`src/rtl/lpm_pkg.sv`:
```
package lpm_pkg;

    typedef enum logic [1:0] {
        ST_UP   = 2'd0,
        ST_LOSS = 2'd1,
        ST_OFF  = 2'd2,
        ST_WAKE = 2'd3
    } lpm_state_e;

    typedef enum logic [1:0] {
        GAP_NONE   = 2'd0,
        GAP_GLITCH = 2'd1,
        GAP_SHORT  = 2'd2,
        GAP_LONG   = 2'd3
    } gap_kind_e;

    typedef struct packed {
        logic sleep_hit;   // low run reaches the long threshold this edge
        logic short_done;  // status back high after a short-window run
    } gap_evt_t;

    // Sort a finished low run of 'run' samples into its window.
    function automatic gap_kind_e classify_gap(int unsigned run,
                                               int unsigned short_lim,
                                               int unsigned long_lim);
        if (run == 0)
            return GAP_NONE;
        else if (run <= short_lim)
            return GAP_GLITCH;
        else if (run < long_lim)
            return GAP_SHORT;
        else
            return GAP_LONG;
    endfunction

    function automatic lpm_state_e encode_state(logic en, logic counting, logic armed);
        if (en)
            return counting ? ST_LOSS : ST_UP;
        else
            return armed ? ST_WAKE : ST_OFF;
    endfunction

endpackage

```
`src/rtl/lpm_idle_timer.sv`:
```
module lpm_idle_timer
    import lpm_pkg::*;
#(
    parameter int SHORT_CYC = 59,
    parameter int LONG_CYC  = 1229
) (
    input  logic     clk,
    input  logic     rst,
    input  logic     lps_i,
    output gap_evt_t evt_o,
    output logic     counting_o
);
    localparam int CNT_W = $clog2(LONG_CYC + 1);
    localparam logic [CNT_W-1:0] LONG_V = CNT_W'(LONG_CYC);

    logic [CNT_W-1:0] cnt_q;
    logic [CNT_W-1:0] cnt_d;
    gap_kind_e        kind;

    // Saturating count of consecutive low samples.
    always_comb begin
        if (lps_i)
            cnt_d = '0;
        else if (cnt_q == LONG_V)
            cnt_d = cnt_q;
        else
            cnt_d = cnt_q + 1'b1;
    end

    always_ff @(posedge clk) begin
        if (rst)
            cnt_q <= '0;
        else
            cnt_q <= cnt_d;
    end

    assign kind = classify_gap(32'(cnt_q), SHORT_CYC, LONG_CYC);

    always_comb begin
        evt_o.sleep_hit  = !lps_i && (cnt_d == LONG_V) && (cnt_q != LONG_V);
        evt_o.short_done = lps_i && (kind == GAP_SHORT);
    end

    assign counting_o = (cnt_q != '0);

endmodule

```
`src/rtl/lpm_if_ctrl.sv`:
```
module lpm_if_ctrl
    import lpm_pkg::*;
(
    input  logic     clk,
    input  logic     rst,
    input  logic     lps_i,
    input  gap_evt_t evt_i,
    output logic     if_en_o,
    output logic     if_rst_o
);
    logic en_q;
    logic en_d;
    logic rst_q;

    always_comb begin
        en_d = en_q;
        if (evt_i.sleep_hit)
            en_d = 1'b0;
        else if (lps_i)
            en_d = 1'b1;
    end

    always_ff @(posedge clk) begin
        if (rst) begin
            en_q  <= 1'b1;
            rst_q <= 1'b0;
        end else begin
            en_q  <= en_d;
            rst_q <= evt_i.short_done && en_q;
        end
    end

    assign if_en_o  = en_q;
    assign if_rst_o = rst_q;

endmodule

```
`src/rtl/lpm_wake_gen.sv`:
```
module lpm_wake_gen #(
    parameter int WAKE_DIV = 8
) (
    input  logic clk,
    input  logic rst,
    input  logic if_en_i,
    input  logic link_on_i,
    input  logic lctrl_i,
    output logic armed_o,
    output logic wake_o
);
    localparam int DIV_W = (WAKE_DIV > 2) ? $clog2(WAKE_DIV) : 1;
    localparam logic [DIV_W-1:0] LAST_V = DIV_W'(WAKE_DIV - 1);
    localparam logic [DIV_W-1:0] HALF_V = DIV_W'(WAKE_DIV / 2);

    logic             arm_q, arm_d;
    logic             run_q, run_d;
    logic [DIV_W-1:0] div_q, div_d;
    logic             wk_q;

    always_comb begin
        arm_d = arm_q;
        if (lctrl_i)
            arm_d = 1'b0;
        else if (link_on_i && !if_en_i)
            arm_d = 1'b1;
    end

    // Start only from idle (output low); stop only after the last
    // high-phase cycle, so the output ends on a full period.
    always_comb begin
        run_d = run_q;
        div_d = div_q;
        if (!run_q) begin
            div_d = '0;
            if (arm_d)
                run_d = 1'b1;
        end else if (div_q == LAST_V) begin
            div_d = '0;
            if (!arm_d)
                run_d = 1'b0;
        end else begin
            div_d = div_q + 1'b1;
        end
    end

    always_ff @(posedge clk) begin
        if (rst) begin
            arm_q <= 1'b0;
            run_q <= 1'b0;
            div_q <= '0;
            wk_q  <= 1'b0;
        end else begin
            arm_q <= arm_d;
            run_q <= run_d;
            div_q <= div_d;
            wk_q  <= run_d && (div_d >= HALF_V);
        end
    end

    assign armed_o = arm_q;
    assign wake_o  = wk_q;

endmodule

```
`src/rtl/lpm_monitor.sv`:
```
module lpm_monitor
    import lpm_pkg::*;
#(
    parameter int SHORT_CYC = 59,
    parameter int LONG_CYC  = 1229,
    parameter int WAKE_DIV  = 8
) (
    input  logic       clk,
    input  logic       rst,
    input  logic       lps_i,
    input  logic       link_on_i,
    input  logic       lctrl_i,
    output logic       if_rst_o,
    output logic       if_en_o,
    output logic       wake_clk_o,
    output logic [1:0] state_o
);
    gap_evt_t   evt;
    logic       counting;
    logic       armed;
    lpm_state_e st;

    lpm_idle_timer #(
        .SHORT_CYC(SHORT_CYC),
        .LONG_CYC (LONG_CYC)
    ) u_timer (
        .clk       (clk),
        .rst       (rst),
        .lps_i     (lps_i),
        .evt_o     (evt),
        .counting_o(counting)
    );

    lpm_if_ctrl u_ifc (
        .clk     (clk),
        .rst     (rst),
        .lps_i   (lps_i),
        .evt_i   (evt),
        .if_en_o (if_en_o),
        .if_rst_o(if_rst_o)
    );

    lpm_wake_gen #(
        .WAKE_DIV(WAKE_DIV)
    ) u_wake (
        .clk      (clk),
        .rst      (rst),
        .if_en_i  (if_en_o),
        .link_on_i(link_on_i),
        .lctrl_i  (lctrl_i),
        .armed_o  (armed),
        .wake_o   (wake_clk_o)
    );

    assign st      = encode_state(if_en_o, counting, armed);
    assign state_o = st;

endmodule

```
`config.mk`:
```
export PLATFORM = sky130hd
export DESIGN_NAME = lpm_monitor
export DESIGN_NICKNAME = d
export VERILOG_FILES = /design/src/rtl/lpm_pkg.sv /design/src/rtl/lpm_idle_timer.sv /design/src/rtl/lpm_if_ctrl.sv /design/src/rtl/lpm_wake_gen.sv /design/src/rtl/lpm_monitor.sv
export SDC_FILE = /design/constraint.sdc
export NUM_CORES = 1
export LEC_CHECK = 0
export CORE_ASPECT_RATIO = 0.75
export CORE_UTILIZATION = 59
export CTS_CLUSTER_DIAMETER = 100
export DETAILED_ROUTE_END_ITERATION = 8
export PLACE_DENSITY = 0.82
export SYNTH_ARGS = -nofsm -noshare
export SYNTH_HDL_FRONTEND = slang
export SYNTH_SLANG_ARGS = --single-unit
```
`constraint.sdc`:
```
create_clock -name clk -period 3 [get_ports clk]
set_input_delay 0.3 -clock clk [delete_from_list [all_inputs] [get_ports clk]]
set_output_delay 0.3 -clock clk [all_outputs]
set_load 0.02 [all_outputs]
```
[Word-level counts from Yosys, hierarchy flattened]
Cells that the tools add are included.
Operators by class
  add/sub/neg operators: 2
  reduce and logical (&&, ||, !) cells: 11
  $lt $le $gt $ge: 3
  equality and inequality tests: 5
  mux-type cells: 17
Operators by type and width (number)
  == test 11 bit, second input constant: 2
  2-to-1 mux 11 bit: 2
  adder 11 x 1 -> 11 bit, second input constant: 1
  <= comparator 11 x 6 -> 1 bit, second input constant: 1
  logical NOT 11 bit: 1
  less-than comparator 11 bit, second input constant: 1
  != test 11 bit, second input constant: 1
  nonzero test 11 bit: 1
  2-to-1 mux 1 bit: 10
  logical AND 1 bit: 6
  2-to-1 mux 2 bit: 3
  2-to-1 mux 3 bit: 2
  adder 3 x 1 -> 3 bit, second input constant: 1
  == test 3 bit, second input constant: 1
  greater-or-equal comparator 3 bit, second input constant: 1
  == test 2 bit, second input constant: 1
  logical NOT 1 bit: 2
  nonzero test 2 bit: 1
Word-level totals
  logic and storage cells: 45
  input bits: 5
  flip-flop bits (word level): 19

[Longest topological paths before layout]
  depth in word-level cells: 8
  mapped depth: 7
  gate-level depth less buffers: 7

[Hierarchy]
Synthesis repeated with hierarchy kept, for this count alone.
Unflattened totals
  cells, all modules: 115
  area total of the unflattened synthesis: 1032.2 um^2
Modules (own cells, without submodules)
  lpm_idle_timer: times used 1, cells each 88, area an instance 720.7 um^2, seq. area each 220.2 um^2
  lpm_wake_gen: times used 1, cells each 20, area an instance 229.0 um^2, seq. area each 120.1 um^2
  lpm_if_ctrl: times used 1, cells each 5, area an instance 63.8 um^2, seq. area each 40.0 um^2
  lpm_monitor: times used 1, cells each 2, area an instance 18.8 um^2, seq. area each 0.0 um^2

[Worst setup path after synthesis]
No wires, ideal clock.
  kind: reg-to-reg
  start: register u_timer.cnt_q[0]
  end: register u_ifc.en_q, in the netlist u_ifc.if_en_o
  library setup time: 128 ps
  arrival: 1525 ps
  path slack: 1347 ps
  cell stages (with the launch flop): 6
  required time: 2872 ps
  cell sequence: dfxtp_1 inv_1 ha_1 or4_1 nor3b_1 a31oi_1
On the way
  cells in the longest elaborated chain, start to end: 7
RTL lines
  from (decl): RTL line lpm_idle_timer.sv:16  | logic [CNT_W-1:0] cnt_q;
  from (signal assigned): RTL line lpm_idle_timer.sv:34  | cnt_q <= cnt_d;
  adder 11 x 1 -> 11 bit or == test 11 bit (tied branches): RTL line lpm_idle_timer.sv:27, lpm_idle_timer.sv:24
  2-to-1 mux 11 bit: RTL line lpm_idle_timer.sv:24  | else if (cnt_q == LONG_V)
  2-to-1 mux 11 bit: RTL line lpm_idle_timer.sv:22  | if (lps_i)
  == test 11 bit: RTL line lpm_idle_timer.sv:40  | evt_o.sleep_hit = !lps_i && (cnt_d == LONG_V) && (cnt_q != LONG_V);
  logical AND 1 bit: RTL line lpm_idle_timer.sv:40
  logical AND 1 bit (*): RTL line lpm_idle_timer.sv:40
  2-to-1 mux 1 bit or nonzero test 2 bit (tied branches)
  to (signal assigned): RTL line lpm_if_ctrl.sv:28  | en_q <= en_d;
  to (decl): RTL line lpm_if_ctrl.sv:11  | logic en_q;
Mark *: on every way between the ends. The rest lies on a longest branch, timed or not.
A chain may end at the register's enable or synchronous reset.

[Worst setup path after layout]
  start: register u_timer.cnt_q[7]
  end: output port state_o[0]
On the way
  cells in the longest elaborated chain, start to end: 3
RTL lines
  nonzero test 11 bit: RTL line lpm_idle_timer.sv:44  | assign counting_o = (cnt_q != '0);
  2-to-1 mux 1 bit: RTL line lpm_pkg.sv:38  | return counting ? ST_LOSS : ST_UP;
  2-to-1 mux 2 bit: RTL line lpm_pkg.sv:37  | if (en)
  to (decl): RTL line lpm_monitor.sv:16  | output logic [1:0] state_o
No other way between the ends.

==> metrics <==
status finished, final reports clean; number of synthesized flops with an enable pin 0; sum of negative setup slack 0 ns; Area Growth Syn to Fin 7.429%; Period minus WS final 2.407 ns; Clock Tree Buf Depth 2; WL final 2.108 mm; Synth Warn # 0; Crit Path Category register to primary output; Mapped Cells 121; CP startpoint u_timer.cnt_q[7]; # port buffers 9; GRT Overall Usage 0.2606; hold buffers post-CTS 0; die footprint 1974 µm²; vias 875; Top FF cell, synth dfxtp_1; count of pins over their slew limit 0; RSZ-0062 raised after global routing no; TritonCTS Buffers 3; CTS root buffer clkbuf_4; CTS clock-pin slew for the worst setup and hold paths 0.10 ns; max-cap viol count 0; post-CTS setup buffer count 0; Sequential Power Share 0.624; Tot Pwr 410.5 µW; startpoint types register; antenna violations before repair 0; clock power share 0.319; worst r2r dst u_ifc.if_en_o; IO Pins 10; hold path cells 1; routability cong. 0.9130; Worst R2R Path Depth 6; diode count 0; area of the core 1577 µm²; Worst R2R Setup Slack 1.08 ns; hold crit path type register to register; gr ovfl total 0; switching share of power 0.2293; LEAKAGE 0.4417 nW; Final Hold Vio Count 0; FMAX 415.5 MHz; Die Span Y 38.73 µm; insertion delay to the later sink of the worst-skew pair 0.30 ns; drt first pass iters 4; DRC violations left 0; Critical Path End Type primary output; Logic pwr share 0.057; #FFs+latches synth 19; Pint 316.4 µW; Switch Pwr 94.14 µW; Gates resized, CTS repair 0; Row Count 12; number of global-route vias before repair 791; Worst Tran Pin Value 0.4042 ns; Final WS setup 0.5933 ns; DRT antenna net count 0; layout cells sized above 1 0.07874; Die Wd 50.97 µm; WL/cell 14.24 µm; footprint of the multi-input gates 594.3 µm²; VDD IR max 0.3409 mV; Starting Density 0.6730; Hold Crit Endpoint u_wake.div_q[0]; commonest cells after routing, fill and taps aside nor2_1 (22), dfxtp_1 (19), clkdlybuf4s50_1 (9); sequential cell area 380.4 µm²; Tcrit/Tclk final 0.8022; Final HPWL DP 1.533 mm; sequential fraction of the synthesis area 0.3585; Crit path required time 2.70 ns; Fillers 118; first-pass GRT wire length 3.622 mm; ys async rst share 0; relative slew slack 0.7300; synth unique cells 42; Finish-stage setup viols 0; CTS tree built; Mapped Nets 132; DR vias/cell 5.912; Mapped Area 1061 µm²; Worst EP arrival 2.11 ns; DR iter-0 viols 26; pre-CTS setup slack 0.9635 ns; hold_sp u_wake.div_q[0]; critical-path maximum fanout 7; Nets 139; Pwr Density 360.2 nW/µm²; most common cell after layout, fill and taps aside nor2_1; Post-Syn Area per Cell 8.769 µm²; Sink Count 19; worst r2r src u_timer.cnt_q[0]; H-tree depth 1; clock skew 0.001186 ns; largest net degree at the start of global routing 11
## worst max-delay path, cell delays in order (launching register included)
cell	delay, ns
dfxtp_1	0.38
or4_1	0.56
nor2_1	0.17
a41oi_1	0.13
clkdlybuf4s50_1	0.56
## cells in the mapped netlist (2+ instances only)
library cell / n / share of area
or4_1: 2 / 0.014
a31oi_1: 3 / 0.018
inv_1: 6 / 0.021
and3_1: 2 / 0.012
a21oi_1: 4 / 0.019
xnor2_1: 3 / 0.025
dfxtp_1: 19 / 0.36
nand2_1: 8 / 0.028
xor2_1: 5 / 0.041
o21ai_0: 3 / 0.014
nor3_1: 4 / 0.019
ha_1: 6 / 0.071
buf_6: 3 / 0.032
nor2_1: 22 / 0.078
nand3_1: 4 / 0.019
## worst max path at each step
stage / to / slack (ns) / cells after the start
3_3_place_gp: state_o[0] / 0.98 / 4
6_report: state_o[0] / 0.59 / 4
2_1_floorplan: u_ifc.if_en_o / 1.35 / 5
4_1_cts: state_o[0] / 0.60 / 4
3_5_place_dp: state_o[0] / 0.96 / 4
5_1_grt: state_o[0] / 0.52 / 4
## flip-flops by register name, summed over array words and instances (netlist names)
register / count
u_ifc.if_rst_o: 1
u_wake.run_q: 1
u_wake.wake_o: 1
u_timer.cnt_q: 11
u_ifc.if_en_o: 1
u_wake.armed_o: 1
u_wake.div_q: 3
## routing by layer
layer / global-route usage / share of wire / wire length [µm]
met1: 0.3397 / 0.50 / 1062
met2: 0.4013 / 0.42 / 879
met3: 0.1020 / 0.072 / 151
met4: 0.06944 / 0.0071 / 15
met5: 0 / 0 / 0
## cell families after synthesis
logic type,synth area share
XOR/XNOR,0.06604
flip-flops,0.3585
buffers and inverters,0.08136
multiplexers,0.009434
AO/OA/AOI/OAI,0.1285
AND/OR/NAND/NOR,0.2854
adder cells (fa/ha/maj),0.07075
## per-stage QoR
step,instances,util,hold WS (ns),instance area [µm²]
finish,148,0.7230,0.4825,1140
global route,148,0.7230,0.5179,1140
CTS,148,0.7230,0.4951,1140
detailed placement,144,0.7063,0.4793,1114
global placement,144,0.7063,0.4223,1114
floorplan,121,-,0.3793,1061
## final cells by class
class                   count  area share
inverters                   6     0.01976
well taps                  21     0.02305
repair buffers              9     0.07903
multi-input cells          89      0.5214
clock buffers               4     0.02305
flip-flops and latches     19      0.3337
## power by group through the flow
stage          Combinational [mW]  Clock, mW  Sequential [mW]
6_report                   0.0234      0.131            0.256
3_3_place_gp               0.0220          0            0.262
2_1_floorplan              0.0123          0            0.261
3_5_place_dp               0.0230          0            0.262
4_1_cts                    0.0231      0.132            0.256
5_1_grt                    0.0256      0.140            0.257
(Power assumes the default switching activity.)
